==> src/rtl/mbx_pkg.sv <==
package mbx_pkg;
  localparam int CORES       = 4;
  localparam int BOX_PER_CPU = 4;
  localparam int WORD_W      = 32;
  localparam int ADDR_W      = 8;

  localparam int MASK_BASE   = 'h50;
  localparam int SET_BASE    = 'h80;
  localparam int CLR_BASE    = 'hC0;

  // Next value of a word after a set pattern and then a clear pattern.
  function automatic logic [WORD_W-1:0] merge_word(
    input logic [WORD_W-1:0] cur,
    input logic [WORD_W-1:0] setm,
    input logic [WORD_W-1:0] clrm
  );
    return (cur | setm) & ~clrm;
  endfunction
endpackage

==> src/rtl/mbx_word.sv <==
module mbx_word #(
  parameter int W = mbx_pkg::WORD_W
) (
  input  logic         clk,
  input  logic         rst_n,
  input  logic         set_en,
  input  logic         clr_en,
  input  logic [W-1:0] data,
  output logic [W-1:0] val,
  output logic         pend
);
  logic [W-1:0] set_m, clr_m;

  assign set_m = set_en ? data : '0;
  assign clr_m = clr_en ? data : '0;

  always_ff @(posedge clk) begin
    if (!rst_n) val <= '0;
    else        val <= (val | set_m) & ~clr_m;
  end

  assign pend = |val;


  set_or_chk: assert property (@(posedge clk) disable iff (!rst_n)
    set_en && !clr_en |=> val == ($past(val) | $past(data)));

  clr_bits_chk: assert property (@(posedge clk) disable iff (!rst_n)
    clr_en |=> (val & $past(data)) == '0);

  hold_chk: assert property (@(posedge clk) disable iff (!rst_n)
    !set_en && !clr_en |=> $stable(val));
endmodule

==> src/rtl/mbx_core_route.sv <==
module mbx_core_route #(
  parameter int MBN = mbx_pkg::BOX_PER_CPU,
  localparam int CW = 2 * MBN
) (
  input  logic           clk,
  input  logic           rst_n,
  input  logic           ctl_we,
  input  logic [CW-1:0]  ctl_wdata,
  input  logic [MBN-1:0] pend,
  output logic [CW-1:0]  ctl_q,
  output logic           irq,
  output logic           fiq
);
  function automatic logic fiq_of(input logic [MBN-1:0] p, input logic [CW-1:0] m);
    return |(p & m[CW-1:MBN]);
  endfunction

  function automatic logic irq_of(input logic [MBN-1:0] p, input logic [CW-1:0] m);
    return |(p & m[MBN-1:0] & ~m[CW-1:MBN]);
  endfunction

  always_ff @(posedge clk) begin
    if (!rst_n)      ctl_q <= '0;
    else if (ctl_we) ctl_q <= ctl_wdata;
  end

  assign irq = irq_of(pend, ctl_q);
  assign fiq = fiq_of(pend, ctl_q);


  idle_quiet_chk: assert property (@(posedge clk) disable iff (!rst_n)
    pend == '0 |-> !irq && !fiq);

  no_fiq_mask_chk: assert property (@(posedge clk) disable iff (!rst_n)
    ctl_q[CW-1:MBN] == '0 |-> !fiq);

  mask_load_chk: assert property (@(posedge clk) disable iff (!rst_n)
    ctl_we |=> ctl_q == $past(ctl_wdata));
endmodule

==> src/rtl/mbx_bank.sv <==
module mbx_bank #(
  parameter int NUM_CORES   = mbx_pkg::CORES,
  parameter int MB_PER_CORE = mbx_pkg::BOX_PER_CPU,
  parameter int DATA_W      = mbx_pkg::WORD_W,
  parameter int ADDR_W      = mbx_pkg::ADDR_W
) (
  input  logic                 clk,
  input  logic                 rst_n,
  input  logic                 bus_wr,
  input  logic                 bus_rd,
  input  logic [ADDR_W-1:0]    bus_addr,
  input  logic [DATA_W-1:0]    bus_wdata,
  output logic [DATA_W-1:0]    bus_rdata,
  output logic [NUM_CORES-1:0] irq_req,
  output logic [NUM_CORES-1:0] fiq_req
);
  localparam int N_MB   = NUM_CORES * MB_PER_CORE;
  localparam int CTRL_W = 2 * MB_PER_CORE;
  localparam int IDX_W  = (N_MB > 1) ? $clog2(N_MB) : 1;
  localparam int CIDX_W = (NUM_CORES > 1) ? $clog2(NUM_CORES) : 1;

  function automatic logic win_hit(input logic [ADDR_W-1:0] a, input int base, input int cnt);
    int ai;
    ai = int'(a);
    return (a[1:0] == 2'b00) && (ai >= base) && (ai < base + 4 * cnt);
  endfunction

  function automatic int win_idx(input logic [ADDR_W-1:0] a, input int base);
    return (int'(a) - base) >>> 2;
  endfunction

  logic              set_hit, clr_hit, ctl_hit;
  logic [IDX_W-1:0]  set_idx, clr_idx;
  logic [CIDX_W-1:0] ctl_idx;

  assign set_hit = win_hit(bus_addr, mbx_pkg::SET_BASE, N_MB);
  assign clr_hit = win_hit(bus_addr, mbx_pkg::CLR_BASE, N_MB);
  assign ctl_hit = win_hit(bus_addr, mbx_pkg::MASK_BASE, NUM_CORES);
  assign set_idx = IDX_W'(win_idx(bus_addr, mbx_pkg::SET_BASE));
  assign clr_idx = IDX_W'(win_idx(bus_addr, mbx_pkg::CLR_BASE));
  assign ctl_idx = CIDX_W'(win_idx(bus_addr, mbx_pkg::MASK_BASE));

  logic [DATA_W-1:0] mb_val [N_MB];
  logic [N_MB-1:0]   mb_pend;
  logic [CTRL_W-1:0] ctl_q  [NUM_CORES];

  for (genvar k = 0; k < N_MB; k++) begin : g_box
    logic set_en_k, clr_en_k;
    assign set_en_k = bus_wr && set_hit && (set_idx == IDX_W'(k));
    assign clr_en_k = bus_wr && clr_hit && (clr_idx == IDX_W'(k));
    mbx_word #(.W(DATA_W)) u_word (
      .clk    (clk),
      .rst_n  (rst_n),
      .set_en (set_en_k),
      .clr_en (clr_en_k),
      .data   (bus_wdata),
      .val    (mb_val[k]),
      .pend   (mb_pend[k])
    );
  end

  for (genvar c = 0; c < NUM_CORES; c++) begin : g_core
    logic ctl_we_c;
    assign ctl_we_c = bus_wr && ctl_hit && (ctl_idx == CIDX_W'(c));
    mbx_core_route #(.MBN(MB_PER_CORE)) u_route (
      .clk       (clk),
      .rst_n     (rst_n),
      .ctl_we    (ctl_we_c),
      .ctl_wdata (bus_wdata[CTRL_W-1:0]),
      .pend      (mb_pend[c*MB_PER_CORE +: MB_PER_CORE]),
      .ctl_q     (ctl_q[c]),
      .irq       (irq_req[c]),
      .fiq       (fiq_req[c])
    );
  end

  always_comb begin
    bus_rdata = '0;
    if (bus_rd) begin
      if (clr_hit)      bus_rdata = mb_val[clr_idx];
      else if (ctl_hit) bus_rdata = DATA_W'(ctl_q[ctl_idx]);
    end
  end


  one_window_chk: assert property (@(posedge clk) disable iff (!rst_n)
    $onehot0({set_hit, clr_hit, ctl_hit}));

  set_read_zero_chk: assert property (@(posedge clk) disable iff (!rst_n)
    bus_rd && set_hit |-> bus_rdata == '0);

  stray_read_zero_chk: assert property (@(posedge clk) disable iff (!rst_n)
    bus_rd && !clr_hit && !ctl_hit |-> bus_rdata == '0);
endmodule

==> config.mk <==
export PLATFORM = sky130hd
export DESIGN_NAME = mbx_bank
export DESIGN_NICKNAME = d
export VERILOG_FILES = /design/src/rtl/mbx_pkg.sv /design/src/rtl/mbx_word.sv /design/src/rtl/mbx_core_route.sv /design/src/rtl/mbx_bank.sv
export SDC_FILE = /design/constraint.sdc
export NUM_CORES = 1
export LEC_CHECK = 0
export BUFFER_PORTS_ARGS = -buffer_cell sky130_fd_sc_hd__buf_2
export CAP_MARGIN = 0
export CORE_UTILIZATION = 50
export CTS_CLUSTER_SIZE = 30
export DETAILED_ROUTE_END_ITERATION = 10
export PLACE_DENSITY = 0.69
export REMOVE_ABC_BUFFERS = 1
export SLEW_MARGIN = 15
export SYNTH_ARGS = -nofsm -noshare
export SYNTH_HDL_FRONTEND = slang
export SYNTH_SLANG_ARGS = --single-unit
==> constraint.sdc <==
create_clock -name clk -period 5.15 [get_ports clk]
set_input_delay 0.2575 -clock clk [delete_from_list [all_inputs] [get_ports clk]]
set_output_delay 0.2575 -clock clk [all_outputs]
set_load 0.01 [all_outputs]
==> load_flow_metrics.sql, run 1 <==
INSERT INTO impl_metrics (metric_group, metric, value, unit) VALUES
('timing', 'rsz0062_at_grt', 'no', ''),
('drt', 'drc', '0', ''),
('power', 'power_density', '311', 'mW/mm^2'),
('timing', 'final-hold-violation-count', '0', ''),
('critical_path', 'setup.worst_path.end_class', 'output pin', ''),
('drt', 'drt_first_iter_violations', '2396', ''),
('clock_network', 'post_cts_buffers', '0', ''),
('clock_network', 'worst_skew_pair.late_latency', '0.61', 'ns'),
('critical_path', 'worst_ep_arrival_time', '2.74', 'ns'),
('critical_path', 'cp_top_delay_family', 'multiplexers', ''),
('drt', 'detailedRoute.firstPassIterationCount', '5', ''),
('timing', 'min_period_over_period', '58.2', '%'),
('timing', 'slew_viol_final', '0', ''),
('power', 'power.leakage', '8.85', 'nW'),
('floorplan', 'die_area', '0.0532', 'mm^2'),
('logic_synthesis', 'ys_seq_area_share', '41.7', '%'),
('global_route', 'residual_overflow_from_global_routing', '0', ''),
('clock_network', 'tritoncts.num_buffers', '55', ''),
('floorplan', 'io-pin-count', '84', ''),
('timing', 'timing.max_slew.rel_slack', '26.6', '%'),
('power', 'max-vdd-ir-drop', '0.000226', 'V'),
('final_layout', 'most-common-layout-cells', '544 x sky130_fd_sc_hd__dfxtp_1, 480 x sky130_fd_sc_hd__a21oi_1, 340 x sky130_fd_sc_hd__a211oi_1', ''),
('flow_run', 'max_cap_violations', '0', ''),
('critical_path', 'criticalPathCategory', 'input pin to output pin', ''),
('critical_path', 'cpMaxStageDelayCell', 'sky130_fd_sc_hd__buf_8', ''),
('placement', 'routabilityCongestion', '0.924', ''),
('run_status', 'status', 'completed', ''),
('global_route', 'grt_use_total', '29.5', '%'),
('global_route', 'antenna_found_initial', '2', ''),
('final_layout', 'nFillCells', '4421', ''),
('clock_network', 'clock-root-buffer', 'sky130_fd_sc_hd__clkbuf_16', ''),
('timing', 'timing.final.setup_violations', '0', ''),
('placement', 'hpwlAfterDp', '53.7', 'mm'),
('floorplan', 'start_util', '50.7', '%'),
('clock_network', 'clk_transition_reported_paths', '0.06', 'ns'),
('global_route', 'grt_pass1_vias', '20200', ''),
('clock_network', 'h_tree_lvls', '2', ''),
('floorplan', 'fp.coreArea', '0.0515', 'mm^2'),
('logic_synthesis', 'syn_inst', '2479', ''),
('logic_synthesis', 'mappedNetlistArea', '0.0261', 'mm^2'),
('final_layout', 'fraction_of_layout_cells_with_a_size_suffix_above_1', '25.8', '%'),
('logic_synthesis', 'ys.warnings.count', '0', ''),
('clock_network', 'tritoncts', 'built', ''),
('logic_synthesis', 'yosys_register_bits', '544', ''),
('drt', 'vias', '21300', ''),
('drt', 'route.antenna.remaining_nets', '0', ''),
('floorplan', 'dieWidth', '231', 'um'),
('clock_network', 'post_cts.resized_instances', '0', ''),
('final_layout', 'final_cell_count_no_fill', '3063', ''),
('critical_path', 'critPathMaxStageDelay', '0.70', 'ns'),
('timing', 'transition_at_the_pin_with_the_smallest_max_transition_slack', '1.09', 'ns'),
('global_route', 'largest_net_degree_at_the_start_of_global_routing', '119', ''),
('global_route', 'grt_pass1_wl', '124', 'mm'),
('final_layout', 'leading_cell_type_in_the_layout_fill_and_taps_excluded', 'sky130_fd_sc_hd__dfxtp_1', ''),
('logic_synthesis', 'ys_types', '33', ''),
('critical_path', 'crit_path_max_fanout', '94', ''),
('clock_network', 'ctsLongestPathBuffers', '3', ''),
('logic_synthesis', 'synthesis.area_per_instance', '10.5', 'um^2'),
('logic_synthesis', 'synth_ff_type', 'sky130_fd_sc_hd__dfxtp_1', ''),
('drt', 'routed_wire_length_per_instance', '25.9', 'um'),
('critical_path', 'required', '4.89', 'ns'),
('clock_network', 'cts_hold_buffers', '0', ''),
('floorplan', 'rows', '83', ''),
('floorplan', 'die_y', '231', 'um'),
('clock_network', 'clkSinkCount', '544', ''),
('worst_hold_path', 'hp-class', 'input pin to register', ''),
('drt', 'detail_route.wirelength', '79.4', 'mm'),
('placement', 'dp.cells', '2960', ''),
('critical_path', 'timing.critical_path.from_type', 'input pin', ''),
('logic_synthesis', 'async_reset_ff_share', '0', '%'),
('timing', 'setup_total_negative_slack', '0', 'ns'),
('final_layout', 'flow.area_growth_from_synthesis', '8.01', '%'),
('timing', 'finalClockSkew', '0', 'ns'),
('critical_path', 'crit_chain', 'buf_8, mux4_2, mux2i_1, o22ai_1, buf_2', ''),
('critical_path', 'timing.critical_path.buf_inv', '2', ''),
('drt', 'detailed_route_vias_per_instance', '6.94', ''),
('timing', 'post-route-min-period', '3.00', 'ns'),
('timing', 'max_clock_freq', '0.334', 'GHz'),
('logic_synthesis', 'synth_enable_flop_cells', '0', ''),
('final_layout', 'num-nets-final', '2382', ''),
('placement', 'place.port_buffers', '83', '');
sequential cells by signal, indices dropped and copies added (netlist names):
| register | count |
|---|---|
| g_core.u_route.ctl_q | 32 |
| g_box.u_word.val | 512 |
final timing paths:
| kind | startpoint | to | slack (ns) | depth (start not counted) |
|---|---|---|---|---|
| setup / recovery | bus_addr[2] | bus_rdata[13] | 2.15 | 5 |
| hold / removal | bus_wdata[19] | g_box[14].u_word.val[19] | 0.26 | 2 |
| setup reg to reg | g_box[15].u_word.val[30] | g_box[15].u_word.val[30] | 4.23 | 2 |
| hold reg to reg | g_box[7].u_word.val[4] | g_box[7].u_word.val[4] | 0.54 | 2 |
cell usage after synthesis, types with 10 or more instances:
cell type                  count  area [um^2]
sky130_fd_sc_hd__a211oi_1    340         2550
sky130_fd_sc_hd__a211oi_2    180         2250
sky130_fd_sc_hd__a21oi_1     480         2400
sky130_fd_sc_hd__a21oi_2      40          350
sky130_fd_sc_hd__buf_2        84          420
sky130_fd_sc_hd__buf_4        19          143
sky130_fd_sc_hd__buf_6        19          214
sky130_fd_sc_hd__clkbuf_1    196          736
sky130_fd_sc_hd__dfxtp_1     544        10900
sky130_fd_sc_hd__mux2i_1      88          881
sky130_fd_sc_hd__mux4_2      136         3060
sky130_fd_sc_hd__nand4_1      42          263
sky130_fd_sc_hd__nor2_1       51          191
sky130_fd_sc_hd__nor2b_1      18          113
sky130_fd_sc_hd__nor4_1      128          801
sky130_fd_sc_hd__nor4_4       10          213
sky130_fd_sc_hd__o21ai_0      32          160
sky130_fd_sc_hd__o22ai_1      32          200
cells by family (layout without fill, tap and decap cells):
family,count (synthesis),count (layout),synth area share (%)
DFF,544,544,41.7
and+or+nand+nor,281,281,6.95
AOI/OAI and AO/OA,1104,1104,30.3
buffers and inverters,326,228,5.95
muxes,224,224,15.1
other,0,2,0
power breakdown:
| group | internal [W] | switching (W) |
|---|---|---|
| clock | 0.00235 | 0.00174 |
| sequential | 0.00421 | 0.00000499 |
| combinational | 0.000109 | 0.000365 |
| total | 0.00667 | 0.00211 |
layer usage:
layer	vias to the layer above	wire (um)	track usage (%)	part of all wire, %
met5	-	0	0	0
met4	0	3740	14.2	4.7
met3	189	6330	4.03	8.0
met2	1111	36100	45.6	45
met1	10400	33200	40.8	42
li1	9566	-	-	-
metrics by stage:
| step | power, W | util, % | hold slack (ns) | worst slack, ns | cell area, um^2 |
|---|---|---|---|---|---|
| detailed placement | 0.00477 | 51.2 | 0.527 | 2.12 | 26400 |
| global placement | 0.00476 | 51.2 | 0.516 | 2.16 | 26400 |
| CTS | 0.00881 | 54.7 | 0.222 | 2.09 | 28200 |
| global route | 0.00900 | 54.8 | 0.270 | 1.96 | 28200 |
| finish | 0.00877 | 54.8 | 0.259 | 2.15 | 28200 |
| floorplan | 0.00449 | - | 0.348 | -6.66 | 24600 |
area by class of cell:
type	instances	area, um^2	area share, %
clock inverters	29	268	0.949
clock buffers	71	1570	5.56
well taps	680	851	3.02
flip-flops and latches	544	10900	38.6
diodes	2	5.00	0.0177
multi-input cells	1609	13800	48.9
inverters	1	11.3	0.0399
repair buffers	127	818	2.90
(Power assumes the default switching activity.)
==> run 2: changes to the inputs <==
- ABC_AREA: unset -> 1
- PLACE_DENSITY: 0.69 -> 0.72
- clock period: 5.15 -> 2.5 ns (I/O delays scaled with it)
==> load_flow_metrics.sql, run 2 <==
INSERT INTO impl_metrics (metric_group, metric, value, unit) VALUES
('clock_network', 'clkSinkCount', '544', ''),
('placement', 'dp.cells', '5149', ''),
('logic_synthesis', 'async_reset_ff_share', '0', '%'),
('final_layout', 'flow.area_growth_from_synthesis', '11.2', '%'),
('timing', 'max_clock_freq', '0.405', 'GHz'),
('final_layout', 'nFillCells', '5535', ''),
('drt', 'drc', '0', ''),
('timing', 'timing.final.setup_violations', '0', ''),
('global_route', 'grt_pass1_vias', '26700', ''),
('final_layout', 'design_area', '0.0311', 'mm^2'),
('floorplan', 'io-pin-count', '84', ''),
('global_route', 'antenna_found_initial', '1', ''),
('final_layout', 'num-nets-final', '4513', ''),
('critical_path', 'required', '2.38', 'ns'),
('final_layout', 'final_core_util', '56.4', '%'),
('logic_synthesis', 'ys.warnings.count', '0', ''),
('floorplan', 'dieWidth', '239', 'um'),
('run_status', 'status', 'completed', ''),
('clock_network', 'h_tree_lvls', '2', ''),
('floorplan', 'die_area', '0.0569', 'mm^2'),
('power', 'power.leakage', '13.2', 'nW'),
('placement', 'routabilityCongestion', '0.950', ''),
('final_layout', 'max_reg_flops', '512', ''),
('drt', 'detailedRoute.firstPassIterationCount', '8', ''),
('clock_network', 'clk_transition_reported_paths', '0.06', 'ns'),
('final_layout', 'max_flop_register', 'g_box.u_word.val', ''),
('timing', 'transition_at_the_pin_with_the_smallest_max_transition_slack', '0.745', 'ns'),
('logic_synthesis', 'synth_top_area_cell', 'sky130_fd_sc_hd__dfxtp_1', ''),
('clock_network', 'worst_skew_pair.late_latency', '0.63', 'ns'),
('critical_path', 'setup.worst_path.end_class', 'output pin', ''),
('timing', 'rsz0062_at_grt', 'no', ''),
('power', 'power_density', '587', 'mW/mm^2'),
('global_route', 'grt_pass1_wl', '151', 'mm'),
('drt', 'vias', '29300', ''),
('critical_path', 'criticalPathCategory', 'register to output pin', ''),
('critical_path', 'timing.critical_path.from_type', 'register', ''),
('final_layout', 'n_antenna_cell', '0', ''),
('final_layout', 'most-common-layout-cells', '1052 x sky130_fd_sc_hd__nor2_1, 709 x sky130_fd_sc_hd__nand2_1, 637 x sky130_fd_sc_hd__o21ai_1', ''),
('logic_synthesis', 'syn_inst', '4536', ''),
('logic_synthesis', 'synthesis.area_per_instance', '6.17', 'um^2'),
('drt', 'detailed_route_vias_per_instance', '5.57', ''),
('drt', 'detail_route.wirelength', '98.0', 'mm'),
('final_layout', 'fraction_of_layout_cells_with_a_size_suffix_above_1', '7.30', '%'),
('worst_hold_path', 'hp-class', 'input pin to register', ''),
('final_layout', 'leading_cell_type_in_the_layout_fill_and_taps_excluded', 'sky130_fd_sc_hd__nor2_1', ''),
('floorplan', 'die_y', '239', 'um'),
('clock_network', 'ctsLongestPathBuffers', '3', ''),
('timing', 'min_period_over_period', '98.7', '%'),
('logic_synthesis', 'mappedNetlistArea', '0.0280', 'mm^2'),
('clock_network', 'post_cts_buffers', '0', ''),
('timing', 'timing.max_slew.rel_slack', '50.3', '%'),
('logic_synthesis', 'post_synth_main_area_contributors', 'sky130_fd_sc_hd__dfxtp_1 39%, sky130_fd_sc_hd__nor2_1 14%, sky130_fd_sc_hd__o21ai_1 11%', ''),
('logic_synthesis', 'synth_enable_flop_cells', '0', ''),
('global_route', 'grt_use_total', '34.1', '%'),
('critical_path', 'crit_path_max_fanout', '3', ''),
('placement', 'hpwlAfterDp', '64.5', 'mm'),
('timing', 'finalClockSkew', '0', 'ns'),
('logic_synthesis', 'yosysTopAreaCellShare', '38.9', '%'),
('drt', 'route.antenna.remaining_nets', '0', ''),
('power', 'max-vdd-ir-drop', '0.000550', 'V'),
('timing', 'final-hold-violation-count', '0', ''),
('global_route', 'residual_overflow_from_global_routing', '0', ''),
('logic_synthesis', 'post-synth-top-count-cell', 'sky130_fd_sc_hd__nor2_1', ''),
('placement', 'detailed_place.area', '0.0292', 'mm^2'),
('clock_network', 'tritoncts.num_buffers', '57', ''),
('logic_synthesis', 'synth_ff_type', 'sky130_fd_sc_hd__dfxtp_1', ''),
('logic_synthesis', 'yosys_register_bits', '544', ''),
('floorplan', 'rows', '86', ''),
('critical_path', 'worst_ep_arrival_time', '2.34', 'ns'),
('global_route', 'largest_net_degree_at_the_start_of_global_routing', '82', ''),
('floorplan', 'start_util', '50.7', '%'),
('clock_network', 'tritoncts', 'built', ''),
('logic_synthesis', 'ys_seq_area_share', '38.9', '%'),
('placement', 'place.port_buffers', '83', ''),
('flow_run', 'max_cap_violations', '0', ''),
('drt', 'drt_first_iter_violations', '3677', ''),
('floorplan', 'fp.coreArea', '0.0552', 'mm^2'),
('final_layout', 'largest_registers', 'g_box.u_word.val: 512 flops, g_core.u_route.ctl_q: 32 flops', ''),
('timing', 'slew_viol_final', '0', ''),
('logic_synthesis', 'post_synth_most_frequent_cells', '1069 x sky130_fd_sc_hd__nor2_1, 709 x sky130_fd_sc_hd__nand2_1, 637 x sky130_fd_sc_hd__o21ai_1', ''),
('logic_synthesis', 'ys_types', '25', ''),
('timing', 'post-route-min-period', '2.47', 'ns'),
('clock_network', 'clock-root-buffer', 'sky130_fd_sc_hd__clkbuf_16', ''),
('final_layout', 'final_cell_count_no_fill', '5257', ''),
('drt', 'routed_wire_length_per_instance', '18.6', 'um');
==> run 2: changes by cell type after synthesis, moves of 136 or more <==
cell                       previous run  this run
sky130_fd_sc_hd__a21oi_1            480       157
sky130_fd_sc_hd__mux4_2             136         0
sky130_fd_sc_hd__o21ai_1              0       637
sky130_fd_sc_hd__nand2_1              3       709
sky130_fd_sc_hd__a211oi_1           340         0
sky130_fd_sc_hd__nor2_1              51      1069
sky130_fd_sc_hd__a211oi_2           180         0
sky130_fd_sc_hd__inv_1                0       490
sky130_fd_sc_hd__o21ai_0             32       307
==> run 2: area by class of cell <==
type / count / area, um^2 / share of cell area (%)
Timing Repair Buffer: 220 / 1770 / 5.68
Sequential cell: 544 / 10900 / 35.0
Tap cell: 748 / 936 / 3.01
Multi-Input combinational cell: 3148 / 13800 / 44.5
Clock inverter: 9 / 98.8 / 0.318
Inverter: 498 / 1880 / 6.04
Clock buffer: 90 / 1690 / 5.43
==> run 2: power breakdown <==
group	switching [W]	total (W)	internal (W)
combinational	0.000984	0.00127	0.000289
sequential	0.00000554	0.00868	0.00868
clock	0.00361	0.00832	0.00471
total	0.00460	0.0183	0.0137
==> run 2: cell families after synthesis <==
group / synth area share (%)
AND/OR/NAND/NOR: 26.9
AO/OA/AOI/OAI: 22.4
buffers and inverters: 11.8
flip-flops: 38.9
==> run 2: final timing paths <==
check                              from                         end  slack, ns  cells past startpoint
max             g_box[8].u_word.val[25]                  fiq_req[2]       0.03                      9
min                              bus_wr  g_core[2].u_route.ctl_q[1]       0.05                      5
max reg2reg    g_box[15].u_word.val[25]    g_box[15].u_word.val[25]       1.68                      4
min reg2reg  g_core[2].u_route.ctl_q[0]  g_core[2].u_route.ctl_q[0]       0.47                      2
==> run 2: per-stage QoR <==
step                total power (W)   TNS, ns  hold slack (ns)  setup slack (ns)
floorplan                   0.00946  -2866.62            0.263             -5.47
global placement             0.0101         0            0.460             0.383
detailed placement           0.0101         0            0.465             0.386
CTS                          0.0183         0           0.0255           0.00430
global route                 0.0188         0           0.0824          0.000880
finish                       0.0183         0           0.0472            0.0337
==> run 2: per-layer routing <==
metal | part of all wire (%) | routed length [um] | vias up | global-route usage [%]
met5 | 0 | 0 | - | 0
met4 | 5.0 | 4870 | 0 | 17.6
met1 | 42 | 41000 | 13300 | 46.3
li1 | - | - | 14300 | -
met3 | 9.8 | 9560 | 237 | 5.10
met2 | 43 | 42500 | 1441 | 52.6
==> run 2: repair_timing <==
item,CTS,global route
endpoints found under the hold margin,32,0
setup endpoints to repair,4,8
gates resized for setup,5,13
hold buffers,9,0
==> run 2: critical path: stages (launching register included) <==
cell	delay (ns)
sky130_fd_sc_hd__dfxtp_1	0.33
sky130_fd_sc_hd__nor2_1	0.13
sky130_fd_sc_hd__nand3_1	0.08
sky130_fd_sc_hd__nor2_1	0.32
sky130_fd_sc_hd__nand2_1	0.19
sky130_fd_sc_hd__nor2_1	0.26
sky130_fd_sc_hd__nor2_1	0.07
sky130_fd_sc_hd__nor2_1	0.09
sky130_fd_sc_hd__nand2_1	0.06
sky130_fd_sc_hd__buf_2	0.15
